--- src/rtl/xw_pkg.sv ---
package xw_pkg;

   // walk sequencer states
   typedef enum logic [2:0] {
      ST_IDLE    = 3'd0,
      ST_L1_REQ  = 3'd1,
      ST_L1_WAIT = 3'd2,
      ST_L2_REQ  = 3'd3,
      ST_L2_WAIT = 3'd4,
      ST_DONE    = 3'd5
   } walk_st_e;

   // first-level type bits
   typedef enum logic [1:0] {
      L1_FAULT   = 2'b00,
      L1_COARSE  = 2'b01,
      L1_SECTION = 2'b10,
      L1_FINE    = 2'b11
   } l1_kind_e;

   // second-level type bits
   typedef enum logic [1:0] {
      L2_FAULT = 2'b00,
      L2_LARGE = 2'b01,
      L2_SMALL = 2'b10,
      L2_TINY  = 2'b11
   } l2_kind_e;

   localparam int unsigned DESC_W        = 32;
   localparam int unsigned TBL_ALIGN_LSB = 14;  // first-level table alignment
   localparam int unsigned SECT_LSB      = 20;  // 1 MB granule
   localparam int unsigned COARSE_LSB    = 10;  // coarse table base alignment
   localparam int unsigned FINE_LSB      = 12;  // fine table base alignment
   localparam int unsigned LARGE_LSB     = 16;  // 64 KB page
   localparam int unsigned SMALL_LSB     = 12;  // 4 KB page
   localparam int unsigned TINY_LSB      = 10;  // 1 KB page
   localparam int unsigned REMAP_LSB     = 25;  // 32 MB remap window

endpackage

--- src/rtl/xw_mva_remap.sv ---
module xw_mva_remap #(
   parameter int unsigned ADDR_W   = 32,
   parameter int unsigned PID_W    = 7,
   parameter int unsigned WIN_LSB  = 25,
   parameter bit          REMAP_EN = 1'b1
) (
   input  logic [ADDR_W-1:0] va,
   input  logic [PID_W-1:0]  pid,
   output logic [ADDR_W-1:0] mva
);

   localparam int unsigned HI_W = ADDR_W - WIN_LSB;

   generate
      if (WIN_LSB + PID_W > ADDR_W) begin : g_bad_pid
         $error("xw_mva_remap: PID_W does not fit above WIN_LSB");
      end
      if (WIN_LSB >= ADDR_W) begin : g_bad_win
         $error("xw_mva_remap: WIN_LSB must lie inside the address");
      end

      if (REMAP_EN) begin : g_remap
         logic             in_window;
         logic [ADDR_W-1:0] pid_field;
         assign in_window = (va[ADDR_W-1:WIN_LSB] == {HI_W{1'b0}});
         assign pid_field = {{(ADDR_W-PID_W){1'b0}}, pid} << WIN_LSB;
         assign mva       = in_window ? (va | pid_field) : va;
      end else begin : g_pass
         logic unused_pid;
         assign unused_pid = ^pid;
         assign mva        = va;
      end
   endgenerate

endmodule

--- src/rtl/xw_l1_decode.sv ---
module xw_l1_decode
   import xw_pkg::*;
#(
   parameter int unsigned ADDR_W = 32
) (
   input  logic [DESC_W-1:0] desc,
   input  logic [ADDR_W-1:0] mva,
   output l1_kind_e          kind,
   output logic [ADDR_W-1:0] sect_pa,
   output logic [ADDR_W-1:0] l2_addr,
   output logic              l2_fine
);

   localparam int unsigned COARSE_IDX_W = SECT_LSB - SMALL_LSB;  // 8
   localparam int unsigned FINE_IDX_W   = SECT_LSB - TINY_LSB;   // 10

   generate
      if (ADDR_W != DESC_W) begin : g_bad_w
         $error("xw_l1_decode: address and descriptor widths must match");
      end
   endgenerate

   logic [ADDR_W-1:0] coarse_addr;
   logic [ADDR_W-1:0] fine_addr;

   assign kind    = l1_kind_e'(desc[1:0]);
   assign sect_pa = {desc[DESC_W-1:SECT_LSB], mva[SECT_LSB-1:0]};

   assign coarse_addr = {desc[DESC_W-1:COARSE_LSB],
                         mva[SECT_LSB-1 -: COARSE_IDX_W], 2'b00};
   assign fine_addr   = {desc[DESC_W-1:FINE_LSB],
                         mva[SECT_LSB-1 -: FINE_IDX_W], 2'b00};

   assign l2_fine = (kind == L1_FINE);
   assign l2_addr = l2_fine ? fine_addr : coarse_addr;

   logic unused_l1;
   assign unused_l1 = ^{mva[ADDR_W-1:SECT_LSB], desc[COARSE_LSB-1:2]};

endmodule

--- src/rtl/xw_l2_decode.sv ---
module xw_l2_decode
   import xw_pkg::*;
#(
   parameter int unsigned ADDR_W = 32
) (
   input  logic [DESC_W-1:0] desc,
   input  logic [ADDR_W-1:0] mva,
   input  logic              in_fine,
   output logic              fault,
   output logic [ADDR_W-1:0] pa
);

   l2_kind_e kind;
   assign kind = l2_kind_e'(desc[1:0]);

   // one candidate address per page size, picked by a generate over sizes
   localparam int unsigned NSZ = 3;
   logic [ADDR_W-1:0] cand [NSZ];

   generate
      for (genvar g = 0; g < NSZ; g++) begin : g_size
         localparam int unsigned LSB = (g == 0) ? LARGE_LSB :
                                       (g == 1) ? SMALL_LSB : TINY_LSB;
         assign cand[g] = {desc[DESC_W-1:LSB], mva[LSB-1:0]};
      end
   endgenerate

   always_comb begin
      fault = 1'b0;
      pa    = '0;
      unique case (kind)
         L2_LARGE: pa = cand[0];
         L2_SMALL: pa = cand[1];
         L2_TINY: begin
            if (in_fine) pa = cand[2];
            else         fault = 1'b1;
         end
         default:  fault = 1'b1;
      endcase
   end

   logic unused_l2;
   assign unused_l2 = ^{mva[ADDR_W-1:LARGE_LSB], desc[TINY_LSB-1:2]};

endmodule

--- src/rtl/xw_walker.sv ---
module xw_walker
   import xw_pkg::*;
#(
   parameter int unsigned ADDR_W   = 32,
   parameter int unsigned PID_W    = 7,
   parameter bit          REMAP_EN = 1'b1
) (
   input  logic              clk,
   input  logic              rst,
   input  logic              req_valid,
   output logic              req_ready,
   input  logic [ADDR_W-1:0] req_va,
   input  logic [PID_W-1:0]  req_pid,
   input  logic [ADDR_W-1:0] tbl_base,
   output logic              mem_rd_req,
   output logic [ADDR_W-1:0] mem_rd_addr,
   input  logic              mem_rd_rvalid,
   input  logic [DESC_W-1:0] mem_rd_data,
   output logic              done,
   output logic [ADDR_W-1:0] done_pa,
   output logic              done_fault,
   output logic              done_flvl
);

   localparam int unsigned L1_IDX_W = ADDR_W - SECT_LSB;

   generate
      if (ADDR_W != 32) begin : g_bad_addr
         $error("xw_walker: descriptor formats assume a 32-bit address");
      end
   endgenerate

   walk_st_e          state_q;
   logic [ADDR_W-1:0] mva_q;
   logic [ADDR_W-1:0] addr_q;
   logic              fine_q;
   logic [ADDR_W-1:0] pa_q;
   logic              fault_q;
   logic              flvl_q;

   logic [ADDR_W-1:0] mva_w;
   l1_kind_e          l1_kind;
   logic [ADDR_W-1:0] l1_sect_pa;
   logic [ADDR_W-1:0] l1_next_addr;
   logic              l1_fine;
   logic              l2_fault;
   logic [ADDR_W-1:0] l2_pa;
   logic [ADDR_W-1:0] l1_addr_w;

   xw_mva_remap #(
      .ADDR_W  (ADDR_W),
      .PID_W   (PID_W),
      .WIN_LSB (REMAP_LSB),
      .REMAP_EN(REMAP_EN)
   ) u_remap (
      .va (req_va),
      .pid(req_pid),
      .mva(mva_w)
   );

   xw_l1_decode #(.ADDR_W(ADDR_W)) u_l1 (
      .desc   (mem_rd_data),
      .mva    (mva_q),
      .kind   (l1_kind),
      .sect_pa(l1_sect_pa),
      .l2_addr(l1_next_addr),
      .l2_fine(l1_fine)
   );

   xw_l2_decode #(.ADDR_W(ADDR_W)) u_l2 (
      .desc   (mem_rd_data),
      .mva    (mva_q),
      .in_fine(fine_q),
      .fault  (l2_fault),
      .pa     (l2_pa)
   );

   assign l1_addr_w = {tbl_base[ADDR_W-1:TBL_ALIGN_LSB],
                       mva_w[ADDR_W-1 -: L1_IDX_W], 2'b00};

   logic unused_base;
   assign unused_base = ^tbl_base[TBL_ALIGN_LSB-1:0];

   always_ff @(posedge clk) begin
      if (rst) begin
         state_q <= ST_IDLE;
         mva_q   <= '0;
         addr_q  <= '0;
         fine_q  <= 1'b0;
         pa_q    <= '0;
         fault_q <= 1'b0;
         flvl_q  <= 1'b0;
      end else begin
         unique case (state_q)
            ST_IDLE: begin
               if (req_valid) begin
                  mva_q   <= mva_w;
                  addr_q  <= l1_addr_w;
                  state_q <= ST_L1_REQ;
               end
            end
            ST_L1_REQ:  state_q <= ST_L1_WAIT;
            ST_L1_WAIT: begin
               if (mem_rd_rvalid) begin
                  unique case (l1_kind)
                     L1_SECTION: begin
                        pa_q    <= l1_sect_pa;
                        fault_q <= 1'b0;
                        flvl_q  <= 1'b0;
                        state_q <= ST_DONE;
                     end
                     L1_COARSE, L1_FINE: begin
                        addr_q  <= l1_next_addr;
                        fine_q  <= l1_fine;
                        state_q <= ST_L2_REQ;
                     end
                     default: begin
                        pa_q    <= '0;
                        fault_q <= 1'b1;
                        flvl_q  <= 1'b0;
                        state_q <= ST_DONE;
                     end
                  endcase
               end
            end
            ST_L2_REQ:  state_q <= ST_L2_WAIT;
            ST_L2_WAIT: begin
               if (mem_rd_rvalid) begin
                  pa_q    <= l2_pa;
                  fault_q <= l2_fault;
                  flvl_q  <= 1'b1;
                  state_q <= ST_DONE;
               end
            end
            default:    state_q <= ST_IDLE;
         endcase
      end
   end

   assign req_ready   = (state_q == ST_IDLE);
   assign mem_rd_req  = (state_q == ST_L1_REQ) || (state_q == ST_L2_REQ);
   assign mem_rd_addr = addr_q;
   assign done        = (state_q == ST_DONE);
   assign done_pa     = pa_q;
   assign done_fault  = fault_q;
   assign done_flvl   = flvl_q;

   AST_RD_ONE_CYCLE: assert property (@(posedge clk) disable iff (rst)
      mem_rd_req |=> !mem_rd_req);
   AST_ACCEPT_THEN_READ: assert property (@(posedge clk) disable iff (rst)
      (req_valid && req_ready) |=> mem_rd_req);
   AST_IDLE_QUIET: assert property (@(posedge clk) disable iff (rst)
      req_ready |-> (!mem_rd_req && !done));
   AST_DONE_PULSE: assert property (@(posedge clk) disable iff (rst)
      done |=> (!done && req_ready));
   AST_FAULT_ZERO_PA: assert property (@(posedge clk) disable iff (rst)
      (done && done_fault) |-> (done_pa == '0));
   AST_RESET_IDLE: assert property (@(posedge clk)
      rst |=> (req_ready && !mem_rd_req && !done));

endmodule

--- config.mk ---
export PLATFORM = sky130hd
export DESIGN_NAME = xw_walker
export DESIGN_NICKNAME = d
export VERILOG_FILES = /design/src/rtl/xw_pkg.sv /design/src/rtl/xw_mva_remap.sv /design/src/rtl/xw_l1_decode.sv /design/src/rtl/xw_l2_decode.sv /design/src/rtl/xw_walker.sv
export SDC_FILE = /design/constraint.sdc
export NUM_CORES = 1
export LEC_CHECK = 0
export ABC_AREA = 1
export BUFFER_PORTS_ARGS = -buffer_cell sky130_fd_sc_hd__clkbuf_2
export CAP_MARGIN = 0
export CORE_ASPECT_RATIO = 1.75
export CORE_MARGIN = 2
export CORE_UTILIZATION = 35
export CTS_BUF_LIST = sky130_fd_sc_hd__clkbuf_8
export DETAILED_ROUTE_END_ITERATION = 12
export PLACE_DENSITY_LB_ADDON = 0.3
export SLEW_MARGIN = 20
export SYNTH_ARGS = -nofsm -noshare
export SYNTH_HDL_FRONTEND = slang
export SYNTH_SLANG_ARGS = --single-unit
--- constraint.sdc ---
create_clock -name clk -period 2.65 [get_ports clk]
set_input_delay 0.265 -clock clk [delete_from_list [all_inputs] [get_ports clk]]
set_output_delay 0.265 -clock clk [all_outputs]
set_load 0.01 [all_outputs]
**Word-level counts from Yosys, hierarchy flattened**

Index checks and enable logic that the tools add are counted.

- Mux-type cells: 27
- Bitwise logic cells: 1
- Equal/unequal tests: 13
- Reduce and logical (&&, ||, !) cells: 12

Operators with widths:

| cell | number |
|---|---|
| 32-bit 2-to-1 mux | 7 |
| 32-bit case mux with 2 select lines | 3 |
| 32-bit case mux with 3 select lines | 1 |
| 32-bit bitwise OR | 1 |
| 3-bit case mux with 5 select lines | 1 |
| 12-bit 2-to-1 mux | 1 |
| 3-bit 2-to-1 mux | 4 |
| 2-bit != test (second input constant) | 5 |
| 1-bit case mux with 2 select lines | 4 |
| 4-bit AND reduction | 2 |
| 7-bit zero test | 1 |
| 3-bit by 2-bit == test with 1-bit output (second input constant) | 2 |
| 3-bit == test (second input constant) | 2 |
| 1-bit 2-to-1 mux | 6 |
| 3-bit AND reduction | 2 |
| 2-bit == test (second input constant) | 2 |
| 2-bit nonzero test | 2 |
| 2-bit OR reduction | 2 |
| 3-bit by 1-bit == test with 1-bit output (second input constant) | 1 |
| 3-bit zero test | 1 |
| 2-bit by 1-bit == test with 1-bit output (second input constant) | 1 |
| 2-bit AND reduction | 1 |
| 1-bit logical OR | 1 |

- Logic and storage cells: 60
- Bits of input ports: 107
- Output and inout bits: 69
- Register bits after elaboration: 90

**Depth between registers and ports, before layout**

- Depth after elaboration: 5
- Gate-level depth with buffers: 11
- Gate-level depth less buffers: 10

**Cells and area by module**

Synthesis repeated with hierarchy kept, for this count alone.

- Cell total of the unflattened synthesis: 1032
- Area, all modules: 6239.7 um2

By module, submodules not included:

| module | instances | area each (um2) | cells an instance | seq. area each (um2) |
|---|---|---|---|---|
| xw_walker | 1 | 4892.2 | 791 | 2042.0 |
| xw_l1_decode | 1 | 583.1 | 92 | 0.0 |
| xw_l2_decode | 1 | 465.4 | 98 | 0.0 |
| xw_mva_remap | 1 | 299.0 | 51 | 0.0 |

**Least setup slack after synthesis**

Ideal clock, no wire load.

- Path kind: input to register
- From: in mem_rd_data[0]
- To: reg pa_q[3] (netlist: done_pa[3])
- Data required time: 2.539 ns
- Arrival: 1.258 ns
- Buffers on the path: 1
- Setup time: 0.111 ns
- Slack: 1.282 ns
- Stages on the path: 11
- Cell sequence: inv_1 -> ha_1 -> inv_1 -> nand3_1 -> inv_1 -> nand2_1 -> buf_2 -> nand3_1 -> nand2_1 -> inv_1 -> nor2_1

- Cells in the longest elaborated chain, start to end: 5
- Elaborated cells between the ends (all ways): 11
- Classes of those cells: 4 x eq/ne; 5 x mux; 2 x reduce/logical

RTL lines:

| what | line | source |
|---|---|---|
| start: declaration | xw_walker.sv:18 | `input logic [DESC_W-1:0] mem_rd_data,` |
| 2-bit == test / 2-bit by 1-bit == test with 1-bit output (equally long branches) | xw_l2_decode.sv:31, xw_walker.sv:105 |  |
| 2-bit OR reduction | xw_walker.sv:105 | `unique case (l1_kind)` |
| 32-bit case mux with 2 select lines | xw_walker.sv:105 |  |
| 32-bit 2-to-1 mux | xw_walker.sv:104 | `if (mem_rd_rvalid) begin` |
| 32-bit case mux with 2 select lines | xw_walker.sv:94 | `unique case (state_q)` |
| end signal: assignment | xw_walker.sv:107 | `pa_q <= l1_sect_pa;` |
| end signal: assignment | xw_walker.sv:129 | `pa_q <= l2_pa;` |
| end: declaration | xw_walker.sv:37 | `logic [ADDR_W-1:0] pa_q;` |

Several ways; a longest one is shown, not always the timed one. The select of a mux whose other input is x is not followed.
A chain may end at the register's enable or synchronous reset.

**Worst setup path after layout**

- From: reg state_q[1]
- To: reg mva_q[12]

- Cells in the longest elaborated chain, start to end: 2

RTL lines:

| what | line | source |
|---|---|---|
| start: declaration | xw_walker.sv:33 | `walk_st_e state_q;` |
| start signal: assignment | xw_walker.sv:86 | `state_q <= ST_IDLE;` |
| start signal: assignment | xw_walker.sv:99 | `state_q <= ST_L1_REQ;` |
| start signal: assignment | xw_walker.sv:102 | `ST_L1_REQ: state_q <= ST_L1_WAIT;` |
| 3-bit zero test | xw_walker.sv:94 |  |
| 2-bit AND reduction (no source line) | -- |  |
| end signal: assignment | xw_walker.sv:97 | `mva_q <= mva_w;` |
| end: declaration | xw_walker.sv:34 | `logic [ADDR_W-1:0] mva_q;` |

Every way passes these cells.

==> impl_results.md <==
- Initial Utilization: 35.6%
- Hold WS: 0.132 ns
- Post-synth EDFFs: 0
- Fin nets: 953
- Ys Warns: 0
- Register bit total from synthesis: 88
- Die Ht: 155 um
- Status: complete, no violations
- Post-Synthesis Cells: 709
- Crit path largest cell delay: 0.46 ns
- Clock-pin slew on the worst setup and hold paths: 0.09 ns
- CP endpoint: mva_q[12]
- DR vias: 4790
- R2R Path End: mva_q[12]
- Rows: 55
- DR iter-0 viols: 295
- GPL Wtd Cong: 0.897
- Ys async rst share: 0%
- RSZ-0062 raised after global routing: no
- Post-Place Worst Slack: 0.522 ns
- # diodes: 0
- Antenna Violating Nets Remaining: 0
- Reg-to-Reg Start: state_q[1]
- Die X: 90.5 um
- Dpl cells: 1000
- Crit path kind: reg2reg
- Root buffer cell: clkbuf_8
- First-pass GRT wire length: 22600 um
- R2R Setup Slk: 0.73 ns
- Leakage: 0.00294 uW
- CP Capture Type: flip-flop
- PostCTS Resize Cnt: 0
- Drt total wl: 14400 um
- Initial antenna violation count: 0
- Worst EP required: 2.91 ns
- Pins over their slew limit: 0
- Seq/Total Area, Yosys: 38.4%
- Final setup TNS: 0 ns
- Synth top area share: 38.4%
- Synth cell count leaders: nand2_1 (215), dfxtp_1 (88), inv_1 (75)
- Max VDD drop: 0.441 mV
- DRC: 0
- Total Power: 5060 uW
- Crit path launch: state_q[1]
- Netlist cell types: 26
- CTS sink cnt: 88
- IO Pins: 176
- Max_slew headroom: 49.3%
- Layout cells sized above 1: 23.1%
- Final worst setup slack: 0.730 ns
- Final hold vios: 0
- First drt pass iteration count: 4
- Latest clock arrival within the worst-skew pair: 0.38 ns
- Hpwl dp: 10600 um
- WHS Path Cells: 3
- Die area: 14100 um^2
- Number of global-route vias before repair: 4510
- H-tree Lvls: 3
- Sequence of cells on the critical path: nor2_2, nand2_1, inv_2, nand2_2, o21ai_0, a21oi_1
- Pwr Density: 897 nW/um^2
- Core area: 12900 um^2
- Final setup viols: 0
- CTS Hold Bufs: 0
- Fmax: 521 MHz
- Count leader, synth: nand2_1
- Worst R2R Path Depth: 6
- Top cells by area, synth: dfxtp_1 (38%), nand2_1 (18%), a21oi_1 (7.9%)
- Largest net degree at the start of global routing: 41
- WP data arrival: 2.18 ns
- # Max-Cap Violations: 0
- Minimum clock period after layout: 1.92 ns
- Area delta synth->final: 22.9%
- Total GRT Usage: 20.5%
- CTS Buf Count: 9
- Worst-Margin Slew: 0.759 ns
- Worst Skew: 0.00722 ns
- Post-synth top flop: dfxtp_1
- Post-route insts no fill: 1016
- Port bufs: 151
- Setup crit start kind: flip-flop
- WL/cell: 14.2 um
- Crit Path Max Fanout: 28
- Max clock buf depth: 2
- Setup Fix Bufs, Post-CTS: 0
- Routed vias/inst: 4.71
- Post-synth top area cell: dfxtp_1
- Overflow after GRT: 0
- Final period util: 72.4%
- Synthesized area per cell: 6.47 um^2
- Slowest cell on crit path: o21ai_0
- CTS tree: done
- Worst min path class: in2reg
- Post-synthesis cell area: 4590 um^2
kinds of logic (layout without fill, tap and decap cells):
family	Yosys count	after routing	synth area share, %
buffers and inverters	120	255	11.6
AND/OR/NAND/NOR	370	370	34.5
AO/OA/AOI/OAI	124	124	13.8
adder cells (fa/ha/maj)	6	6	1.64
flip-flops	88	88	38.4
other	1	2	0.0818
through the flow:
step / area (um^2) / util (%)
finish: 5640 / 43.8
global route: 5640 / 43.8
CTS: 5640 / 43.8
detailed placement: 5390 / 41.9
global placement: 5390 / 41.9
floorplan: 4590 / -
sequential cells by signal, indices dropped and copies added, names as in the netlist:
name / cells
done_pa: 32
mem_rd_addr: 30
mva_q: 20
state_q: 3
done_fault: 1
done_flvl: 1
fine_q: 1
worst min-delay path by stage:
stage / from / slack (ns) / end
2_1_floorplan: mem_rd_data[31] / 0.43 / done_pa[31]
3_3_place_gp: mem_rd_addr[29] / 0.45 / mem_rd_addr[29]
5_1_grt: req_va[4] / 0.14 / mva_q[4]
6_report: req_va[3] / 0.13 / mva_q[3]
4_1_cts: req_va[5] / 0.13 / mva_q[5]
3_5_place_dp: mem_rd_addr[3] / 0.45 / mem_rd_addr[3]
metal layers:
metal	vias up	wire length, um	GRT usage, %
met5	-	0	0
met3	24	623	2.81
met2	138	7720	38.5
li1	2506	-	-
met1	2122	5650	22.5
met4	0	424	9.23
where the power goes:
part / internal (uW) / switching (uW) / leakage (uW)
clock: 649 / 506 / 0.000128
combinational: 698 / 1340 / 0.00210
sequential: 1660 / 203 / 0.000721
critical path, delay by kind of cell (launching register included):
family	cells	cell delay (ns)
AO/OA/AOI/OAI	2	0.53
buffers and inverters	1	0.22
flip-flops	1	0.36
AND/OR/NAND/NOR	3	0.69
layout by cell type (no fill, tap or decap), drive strengths merged:
cell,count
o211ai,5
clkinv,2
dfxtp,88
inv,80
ha,6
or2,3
a21oi,72
bufinv,3
nand4,8
clkbuf,161
nand3,60
nor3,6
buf,9
conb,2
nand2,221
o21ai,47
nand3b,1
nor2,71
area by class of cell:
| cell class | instances | area, um^2 |
|---|---|---|
| fill | 1392 | 7230 |
| multi-input combinational | 502 | 2300 |
| sequential | 88 | 1760 |
| timing repair buffer | 160 | 823 |
| inverter | 79 | 297 |
| tap | 171 | 214 |
| clock buffer | 10 | 138 |
| clock inverter | 6 | 108 |
No activity file was read; power rests on OpenSTA's default activity.
